===== config.mk =====
export PLATFORM = sky130hd
export DESIGN_NAME = alu_func_table
export DESIGN_NICKNAME = d
export VERILOG_FILES = /design/src/rtl/alu_ft_pkg.sv /design/src/rtl/alu_ft_opsel.sv /design/src/rtl/alu_ft_nibadd.sv /design/src/rtl/alu_ft_outreg.sv /design/src/rtl/alu_func_table.sv
export SDC_FILE = /design/constraint.sdc
export NUM_CORES = 1
export LEC_CHECK = 0
export BUFFER_PORTS_ARGS = -buffer_cell sky130_fd_sc_hd__buf_2
export CORE_AREA = 2 2 123 125
export DETAILED_ROUTE_END_ITERATION = 7
export DIE_AREA = 0 0 125 127
export PLACE_DENSITY = 0.58
export REMOVE_ABC_BUFFERS = 1
export SLEW_MARGIN = 20
export SYNTH_ARGS = -nofsm -noshare
export SYNTH_HDL_FRONTEND = slang
export SYNTH_HIERARCHICAL = 1
export SYNTH_SLANG_ARGS = --single-unit

===== constraint.sdc =====
create_clock -name vclk -period 7.7
set_input_delay 0.385 -clock vclk [all_inputs]
set_output_delay 0.385 -clock vclk [all_outputs]
set_load 0.02 [all_outputs]

===== src/rtl/alu_ft_pkg.sv =====
package alu_ft_pkg;
   localparam int CODE_W = 5;
   localparam int F0_BIT = 4;
   localparam logic [CODE_W-1:0] OP_ADD = 5'd12;
   localparam logic [CODE_W-1:0] OP_SUB = 5'd18;
endpackage


===== src/rtl/alu_ft_opsel.sv =====
module alu_ft_opsel
   import alu_ft_pkg::*;
#(
   parameter int DATA_W = 16
) (
   input  logic [DATA_W-1:0] a,
   input  logic [DATA_W-1:0] b,
   input  logic [CODE_W-1:0] code,
   output logic [DATA_W-1:0] x,
   output logic [DATA_W-1:0] y,
   output logic [DATA_W-1:0] lres,
   output logic              arith
);
   localparam logic [DATA_W-1:0] ONES = '1;
   localparam logic [DATA_W-1:0] ZERO = '0;

   assign arith = ~code[0];

   always_comb begin
      x = a;
      y = ZERO;
      case (code[CODE_W-1:1])
         4'd0:  begin x = a;        y = ZERO;     end
         4'd1:  begin x = a;        y = a & ~b;   end
         4'd2:  begin x = a;        y = a & b;    end
         4'd3:  begin x = a;        y = a;        end
         4'd4:  begin x = a | b;    y = ZERO;     end
         4'd5:  begin x = a | b;    y = a & ~b;   end
         4'd6:  begin x = a;        y = b;        end
         4'd7:  begin x = a;        y = a | b;    end
         4'd8:  begin x = a | ~b;   y = ZERO;     end
         4'd9:  begin x = a;        y = ~b;       end
         4'd10: begin x = a | ~b;   y = a & b;    end
         4'd11: begin x = a;        y = a | ~b;   end
         4'd12: begin x = ONES;     y = ZERO;     end
         4'd13: begin x = a & ~b;   y = ONES;     end
         4'd14: begin x = a & b;    y = ONES;     end
         default: begin x = a;      y = ONES;     end
      endcase
   end

   always_comb begin
      case (code[CODE_W-1:1])
         4'd0:  lres = ~a;
         4'd1:  lres = ~(a & b);
         4'd2:  lres = ~(a & ~b);
         4'd3:  lres = ONES;
         4'd4:  lres = ~(a | b);
         4'd5:  lres = ~b;
         4'd6:  lres = a ^ ~b;
         4'd7:  lres = a | ~b;
         4'd8:  lres = ~(a | ~b);
         4'd9:  lres = a ^ b;
         4'd10: lres = b;
         4'd11: lres = a | b;
         4'd12: lres = ZERO;
         4'd13: lres = a & ~b;
         4'd14: lres = a & b;
         default: lres = a;
      endcase
   end
endmodule


===== src/rtl/alu_ft_nibadd.sv =====
module alu_ft_nibadd #(
   parameter int DATA_W = 16,
   parameter int NIB_W  = 4
) (
   input  logic              clk,
   input  logic              rst_n,
   input  logic [DATA_W-1:0] x,
   input  logic [DATA_W-1:0] y,
   input  logic              cin,
   input  logic              force_nib,
   output logic [DATA_W-1:0] sum,
   output logic              cout
);
   localparam int HI_W = DATA_W - NIB_W;

   logic [NIB_W:0]    v_raw;
   logic [NIB_W:0]    v_frc;
   logic [DATA_W-1:0] x_hi;
   logic [DATA_W-1:0] y_hi;
   logic [DATA_W:0]   s1;
   logic [DATA_W:0]   s2;
   logic [DATA_W:0]   plain;

   assign v_raw = {1'b0, x[NIB_W-1:0]} + {1'b0, y[NIB_W-1:0]} + {{NIB_W{1'b0}}, cin};
   assign v_frc = v_raw | {force_nib, {NIB_W{1'b0}}};
   assign x_hi  = {x[DATA_W-1:NIB_W], {NIB_W{1'b0}}};
   assign y_hi  = {y[DATA_W-1:NIB_W], {NIB_W{1'b0}}};

   assign s1   = {1'b0, y_hi} + {{HI_W{1'b0}}, v_frc};
   assign s2   = {1'b0, s1[DATA_W-1:0]} + {1'b0, x_hi};
   assign sum  = s2[DATA_W-1:0];
   assign cout = s1[DATA_W] | s2[DATA_W];

   assign plain = {1'b0, x} + {1'b0, y} + {{DATA_W{1'b0}}, cin};

   assert_plain_sum_R5: assert property (@(posedge clk) disable iff (!rst_n)
      !force_nib |-> ({cout, sum} == plain));

   assert_low_nibble_R4: assert property (@(posedge clk) disable iff (!rst_n)
      force_nib |-> (sum[NIB_W-1:0] == plain[NIB_W-1:0]));
endmodule


===== src/rtl/alu_ft_outreg.sv =====
module alu_ft_outreg #(
   parameter int W = 19
) (
   input  logic         clk,
   input  logic         rst_n,
   input  logic [W-1:0] d,
   output logic [W-1:0] q
);
   always_ff @(posedge clk or negedge rst_n) begin
      if (!rst_n) q <= '0;
      else        q <= d;
   end
endmodule


===== src/rtl/alu_func_table.sv =====
module alu_func_table
   import alu_ft_pkg::*;
#(
   parameter int DATA_W  = 16,
   parameter int NIB_W   = 4,
   parameter int REG_OUT = 0
) (
   input  logic              clk,
   input  logic              rst_n,
   input  logic [DATA_W-1:0] a_i,
   input  logic [DATA_W-1:0] b_i,
   input  logic [CODE_W-1:0] code_i,
   input  logic              cin_i,
   input  logic              nib_force_i,
   output logic [DATA_W-1:0] res_o,
   output logic              cout_o,
   output logic              ovf_o,
   output logic              arith_o
);
   localparam int PACK_W = DATA_W + 3;
   localparam int MSB    = DATA_W - 1;

   generate
      if (NIB_W < 1 || NIB_W >= DATA_W) begin : g_bad_nib
         $error("alu_func_table: NIB_W must lie between 1 and DATA_W-1");
      end
      if (REG_OUT != 0 && REG_OUT != 1) begin : g_bad_reg
         $error("alu_func_table: REG_OUT must be 0 or 1");
      end
   endgenerate

   logic [DATA_W-1:0] op_x, op_y, lres, add_sum, res_d;
   logic              arith, add_co, cout_d, ovf_d;
   logic [PACK_W-1:0] pk_d, pk_q;

   alu_ft_opsel #(.DATA_W(DATA_W)) u_sel (
      .a(a_i), .b(b_i), .code(code_i),
      .x(op_x), .y(op_y), .lres(lres), .arith(arith)
   );

   alu_ft_nibadd #(.DATA_W(DATA_W), .NIB_W(NIB_W)) u_add (
      .clk(clk), .rst_n(rst_n), .x(op_x), .y(op_y),
      .cin(cin_i), .force_nib(nib_force_i),
      .sum(add_sum), .cout(add_co)
   );

   assign res_d  = arith ? add_sum : lres;
   assign cout_d = arith & add_co;
   assign ovf_d  = arith & (code_i[F0_BIT] ^ a_i[MSB] ^ b_i[MSB] ^ res_d[MSB] ^ add_co);
   assign pk_d   = {res_d, cout_d, ovf_d, arith};

   assert_add_ovf_R6: assert property (@(posedge clk) disable iff (!rst_n)
      (code_i == OP_ADD) |->
         (ovf_d == ((a_i[MSB] == b_i[MSB]) && (res_d[MSB] != a_i[MSB]))));

   assert_sub_ovf_R6: assert property (@(posedge clk) disable iff (!rst_n)
      (code_i == OP_SUB) |->
         (ovf_d == ((a_i[MSB] != b_i[MSB]) && (res_d[MSB] != a_i[MSB]))));

   generate
      if (REG_OUT == 1) begin : g_reg
         alu_ft_outreg #(.W(PACK_W)) u_oreg (
            .clk(clk), .rst_n(rst_n), .d(pk_d), .q(pk_q)
         );
         assert_one_cycle_R8: assert property (@(posedge clk) disable iff (!rst_n)
            rst_n |=> (pk_q == $past(pk_d)));
      end else begin : g_comb
         assign pk_q = pk_d;
      end
   endgenerate

   assign {res_o, cout_o, ovf_o, arith_o} = pk_q;
endmodule


### After elaboration in Yosys (flattened, before gate mapping)

Index checks and enable logic that the tools add are counted.

* register bits after elaboration: 0
* bits in latches: 0
* memory bits (writable): 0
* ROM bits: 0
* input bits: 41
* output and inout bits: 19
* word-level logic and storage cells: 49
* memories kept: 0

* add/subtract/negate cells: 4
* multipliers: 0
* div/mod/pow operators: 0
* order comparisons: 0
* equality and inequality tests: 14
* shifts and indexed selects: 0
* mux-type cells: 4
* bitwise operators: 21
* reduce and logical (&&, ||, !) cells: 6

Operator list (number)
* $pmux 16 s15: 1
* $pmux 16 s8: 1
* $not 16->16: 6
* $pmux 16 s5: 1
* $and 16x16->16: 2
* $or 16x16->16: 2
* $xor 16x16->16: 2
* $eq 4x4->1 const B: 7
* $add 16x16->17: 1
* $add 16x5->17: 1
* $eq 4x3->1 const B: 4
* $mux 16: 1
* $eq 4x2->1 const B: 2
* $reduce_or 2->1: 4
* $add 4x4->5: 1
* $add 5x1->5: 1
* $or 5x5->5: 1
* $eq 4x1->1 const B: 1
* $logic_not 4->1: 1
* $reduce_or 4->1: 1
* $xor 1x1->1: 4
* $and 1x1->1: 2
* $not 1->1: 1
* $or 1x1->1: 1

### Longest topological paths before layout

* word-level depth: 12
* gate-level depth with buffers: 25
* mapped depth without buffers: 24

### By module

The synthesis kept the hierarchy.

By module, submodules not included
* alu_ft_opsel: times used 1, cells an instance 549, area an instance 3183.1 µm², sequential area each 0.0 µm²
* alu_ft_nibadd: times used 1, cells an instance 106, area an instance 845.8 µm², sequential area each 0.0 µm²
* alu_func_table: times used 1, cells an instance 23, area an instance 245.2 µm², sequential area each 0.0 µm²

### Least setup slack after synthesis

No wires, ideal clock.

* path kind: input to output
* start point: in code_i[3]
* end point: out ovf_o
* arrival time: 5.416 ns
* required time: 7.315 ns
* setup slack: 1.899 ns
* cell stages on the path: 23
* path buffers: 0
* cell sequence: nand2b_1 -> nor2_1 -> ha_1 -> a311oi_1 -> o21ai_0 -> inv_1 -> fa_1 -> inv_1 -> fa_1 -> a21o_1 -> a211o_1 -> ha_1 -> ha_1 -> nand4_1 -> xnor2_1 -> ha_1 -> and2_1 -> a221o_1 -> a221oi_2 -> xnor2_1 -> xnor3_1 -> xnor2_1 -> and2_1

* cells in the longest elaborated chain, start to end: 12
* elaborated cells between the ends (all ways): 33
* classes of those cells: add/sub (4); eq/ne (14); mux (4); bitwise (5); reduce/logical (6)

Ends and longest elaborated chain
* start: declaration: line alu_func_table.sv:12 `input logic [CODE_W-1:0] code_i,`
* $eq 4x3->1, or another cell as far along: line alu_ft_opsel.sv:22 `case (code[CODE_W-1:1])`
* $reduce_or 4->1 (no line) or $reduce_or 2->1 (tied branches)
* $pmux 16 s8 *: line alu_ft_opsel.sv:22
* net op_y[0]: line alu_func_table.sv:32 `logic [DATA_W-1:0] op_x, op_y, lres, add_sum, res_d;`
* $add 4x4->5 *: line alu_ft_nibadd.sv:24 `assign v_raw = {1'b0, x[NIB_W-1:0]} + {1'b0, y[NIB_W-1:0]} + {{NIB_W{1'b0}}, cin};`
* $add 5x1->5 *: line alu_ft_nibadd.sv:24
* $or 5x5->5 *: line alu_ft_nibadd.sv:25 `assign v_frc = v_raw | {force_nib, {NIB_W{1'b0}}};`
* $add 16x5->17 *: line alu_ft_nibadd.sv:29 `assign s1 = {1'b0, y_hi} + {{HI_W{1'b0}}, v_frc};`
* $add 16x16->17 *: line alu_ft_nibadd.sv:30 `assign s2 = {1'b0, s1[DATA_W-1:0]} + {1'b0, x_hi};`
* net add_sum[15]: line alu_func_table.sv:32
* $mux 16 *: line alu_func_table.sv:47 `assign res_d = arith ? add_sum : lres;`
* $xor 1x1->1 * (2 in a row): line alu_func_table.sv:49 `assign ovf_d = arith & (code_i[F0_BIT] ^ a_i[MSB] ^ b_i[MSB] ^ res_d[MSB] ^ add_co);`
* $and 1x1->1 *: line alu_func_table.sv:49
* end: declaration: line alu_func_table.sv:17 `output logic ovf_o,`

The timed path passes the listed nets; every way through them passes the cells marked *.

### Worst setup path in the final report

Ends and elaborated chain as after synthesis.

==> results <==
- The core region is 0.01442 sq mm.
- The quantity of gates resized following cts is 0.
- Setup violations remaining at the end of the flow were counted as 0.
- The post-route setup TNS is 0 ps.
- The share of the core filled with cells is 0.3163.
- The worst hold path belongs to the class input port to output port.
- The buffer count from post-CTS setup fixing is 0.
- The number of flip-flops and latches is 0.
- The pin slew with the least headroom to its limit is 916.9 ps.
- The flow ran to the end, and the final reports show no timing, DRC or antenna violations.
- The total of clock buffers placed in the layout is 0.
- In this run the cell area measured after placement is between 0.004 and 0.005 sq mm.
- The count of input and output buffers is slightly below 60.
- The worst setup path is captured at an output port.
- Synthesis produced 678 cells.
- The worst-case vdd ir drop is 0.05054 mV.
- The leakage power figure is 1.883 nW.
- The net count reported at finish is 750.
- The first global-routing pass estimated 23,010 microns of wire.
- The overall overflow remaining after global route is 0.
- Setup repair after global routing left no endpoint under its margin.
- The via count of the first global-routing pass is 4,325.
- At the worst endpoint, the required time is 7320 ps.
- From bottom edge to top edge, the die measures 127 microns.
- Data on the critical path arrives at its endpoint at between 6000 and 7000 ps.
- Once layout is done, the placed cells without fillers occupy between 0.004 and 0.005 sq mm.
- The die boundary width is 125 microns.
- The number of different library cells in the post-synthesis netlist is between 50 and 60.
- The first-pass iteration count of the detailed router is 7.
- The final count of pins violating max slew was 0.
- Dividing the detail-routed via count by the number of cells gives 5.769.
- The full die area is approximately 0.016 sq mm.
- Entering global routing, the biggest net connects 74 pins.
- In the global route stage, met2 resource usage came out at 0.2740.
- After global routing, the most crowded layer is met2.
- Hold repair after CTS inserted 0 buffers.
- Registers take 0 sq um.
- In this run the worst setup path terminates at ovf_o.
- The initial core utilization is 0.2963.
- STA classifies the critical path startpoint as an input port.
- Wires add up to 14,310 microns.
- The met3 demand-to-capacity share in global routing is 0.008375.
- The routed wirelength normalized by instance count is 16.76 microns.
- In the global route stage, met1 resource usage came out at 0.2562.
- The maximum fanout along the worst path is 29.
- The count of fill cells added during filler insertion is 1,626.
- In the final layout, the share of cells above drive strength 1 is 0.1672.
- The area growth from synthesis to layout is 6.733%.
- For this run, the total global-route usage over all layers was measured as 0.1692.
- The via total after detailed routing is ~5,000.
- The cell accounting for the most synthesized area is ha_1.
- After layout, the design draws a total of 0.4584 mW.
- Ranked by total cell area, the synthesized netlist is headed by ha_1 10%, a21oi_1 9.4%, mux2_2 8.7%.
- The number of antenna violations at the first check in global routing is 0.
- In this run the most critical hold path is launched from a_i[11].
- After legalization and detailed placement, the total HPWL measured roughly 9400 microns.
- Of the post-synthesis cell area, the dominant cell type holds 0.09953.
- The first element of the critical path is code_i[3].
- Dividing total power by cell area gives a power density of around 100 mW/mm^2.
- The final critical-path required period is 6674 ps.
- The upper clock frequency limit is 149.8 MHz.
- The tool flagged a number of max-cap violations equal to 0.
- The violation count after the first detailed-route iteration is 374.
- Dividing the final minimum period by the clock period gives 0.8667.
- The total number of yosys warnings is 6.
- The synthesized netlist occupies a cell area of 0.004274 sq mm.
- The number of design rule violations left after detail routing is 0.
- The number of ports placed on the die boundary is 60.
- The worst setup path is of the input port to output port kind.
- The count of nets left with antenna violations after detail routing is 0.
- The site row count is 44.
- Final hold analysis gives a worst-case slack of approximately 1400 ps.
- The remaining max-slew budget at the tightest pin is 0.3880.
- The congestion estimate from routability-driven global placement came to 0.8333.
- The number of failing hold endpoints at the final stage is 0.
- The average cell area after synthesis is 6.304 sq um.
- The antenna diode count is 0.
- The post-synthesis sequential area ratio is 0.
==> critical path, cell delays in order <==
cell and delay [ps]:
buf_2 400, nand2b_1 340, nor2_1 110, ha_1 190, a311oi_1 200, o21ai_0 140, inv_1 100, fa_1 190
inv_1 60, fa_1 410, a21o_1 200, a211o_1 320, ha_1 320, ha_1 340, nand3_1 130, xnor2_1 130
ha_1 320, and3_1 170, a31oi_1 160, o21ai_0 240, a221oi_2 320, xnor2_1 200, xnor3_1 450, xnor2_1 150
and2_1 130, buf_2 160
==> stage by stage <==
stage,std cells,setup WS [ps]
floorplan,596,1891
global placement,854,1112
detailed placement,854,1078
CTS,854,1047
global route,854,595.4
finish,854,1026
==> logic make-up (layout without fill, tap and decap cells) <==
group / Yosys count / count (layout) / synth area share
AOI/OAI and AO/OA: 301 / 301 / 0.4567
and+or+nand+nor: 167 / 167 / 0.1756
buffers and inverters: 114 / 106 / 0.1107
adders and majority gates: 37 / 37 / 0.1136
muxes: 33 / 33 / 0.08694
xor gates and xnor gates: 26 / 26 / 0.05650
==> per-layer routing <==
layer / part of all wire / routed length [microns]
met3: 0.061 / 869
met4: 0.0062 / 89
met5: 0 / 0
met2: 0.44 / 6271
met1: 0.49 / 7080
==> worst min path at each step <==
stage                endpoint  slack, ps  cells after the start
global placement    res_o[10]       1380                      4
floorplan             arith_o       1020                      1
detailed placement  res_o[10]       1380                      4
CTS                 res_o[10]       1380                      4
global route        res_o[11]       1400                      4
finish              res_o[11]       1380                      4
==> synthesized netlist by cell type, drive strengths merged, types with 2 or more instances <==
cell type	instances
inv	31
o32ai	14
a31oi	2
nand2	56
xor2	6
and3	5
nor3	2
nand3	9
nor2b	12
a21boi	30
clkbuf	68
nand2b	12
a211o	7
xnor2	19
o211ai	20
a32oi	3
o221ai	2
o21a	30
ha	34
a22oi	15
nand4	7
a21o	5
mux2	33
o22ai	20
o21ai	60
fa	3
nor2	57
buf	14
a311oi	2
a21oi	80
and2	6
a221oi	2
==> cell usage in the layout (no fill, tap or decap), types with 2 or more instances in the layout <==
master / instances
inv_1: 31
mux2_2: 33
fa_1: 3
buf_2: 58
and2_1: 6
o221ai_1: 2
nor2_1: 57
o21ai_0: 53
nor2b_1: 11
o211ai_1: 20
o32ai_1: 14
a31oi_1: 2
o21ai_1: 7
a21o_1: 5
nor3_1: 2
nand4_1: 7
and3_1: 5
a32oi_1: 3
ha_1: 34
a311oi_1: 2
a211o_1: 7
a21boi_0: 29
nand3_1: 9
a21oi_1: 80
a22oi_1: 15
o22ai_1: 20
nand2_1: 56
xor2_1: 6
xnor2_1: 19
buf_4: 16
o21a_1: 30
nand2b_1: 12
==> where the power goes <==
group / internal [mW] / switching, mW / total, mW
combinational: 0.193 / 0.265 / 0.458
sequential: 0 / 0 / 0
clock: 0 / 0 / 0
==> layout make-up <==
cell class | count | area [sq um] | area share
Inverter | 32 | 120.1 | 0.02633
Multi-Input combinational cell | 564 | 3801 | 0.8332
Tap cell | 184 | 230.2 | 0.05047
Timing Repair Buffer | 74 | 410.4 | 0.08996
(Power assumes the default switching activity.)
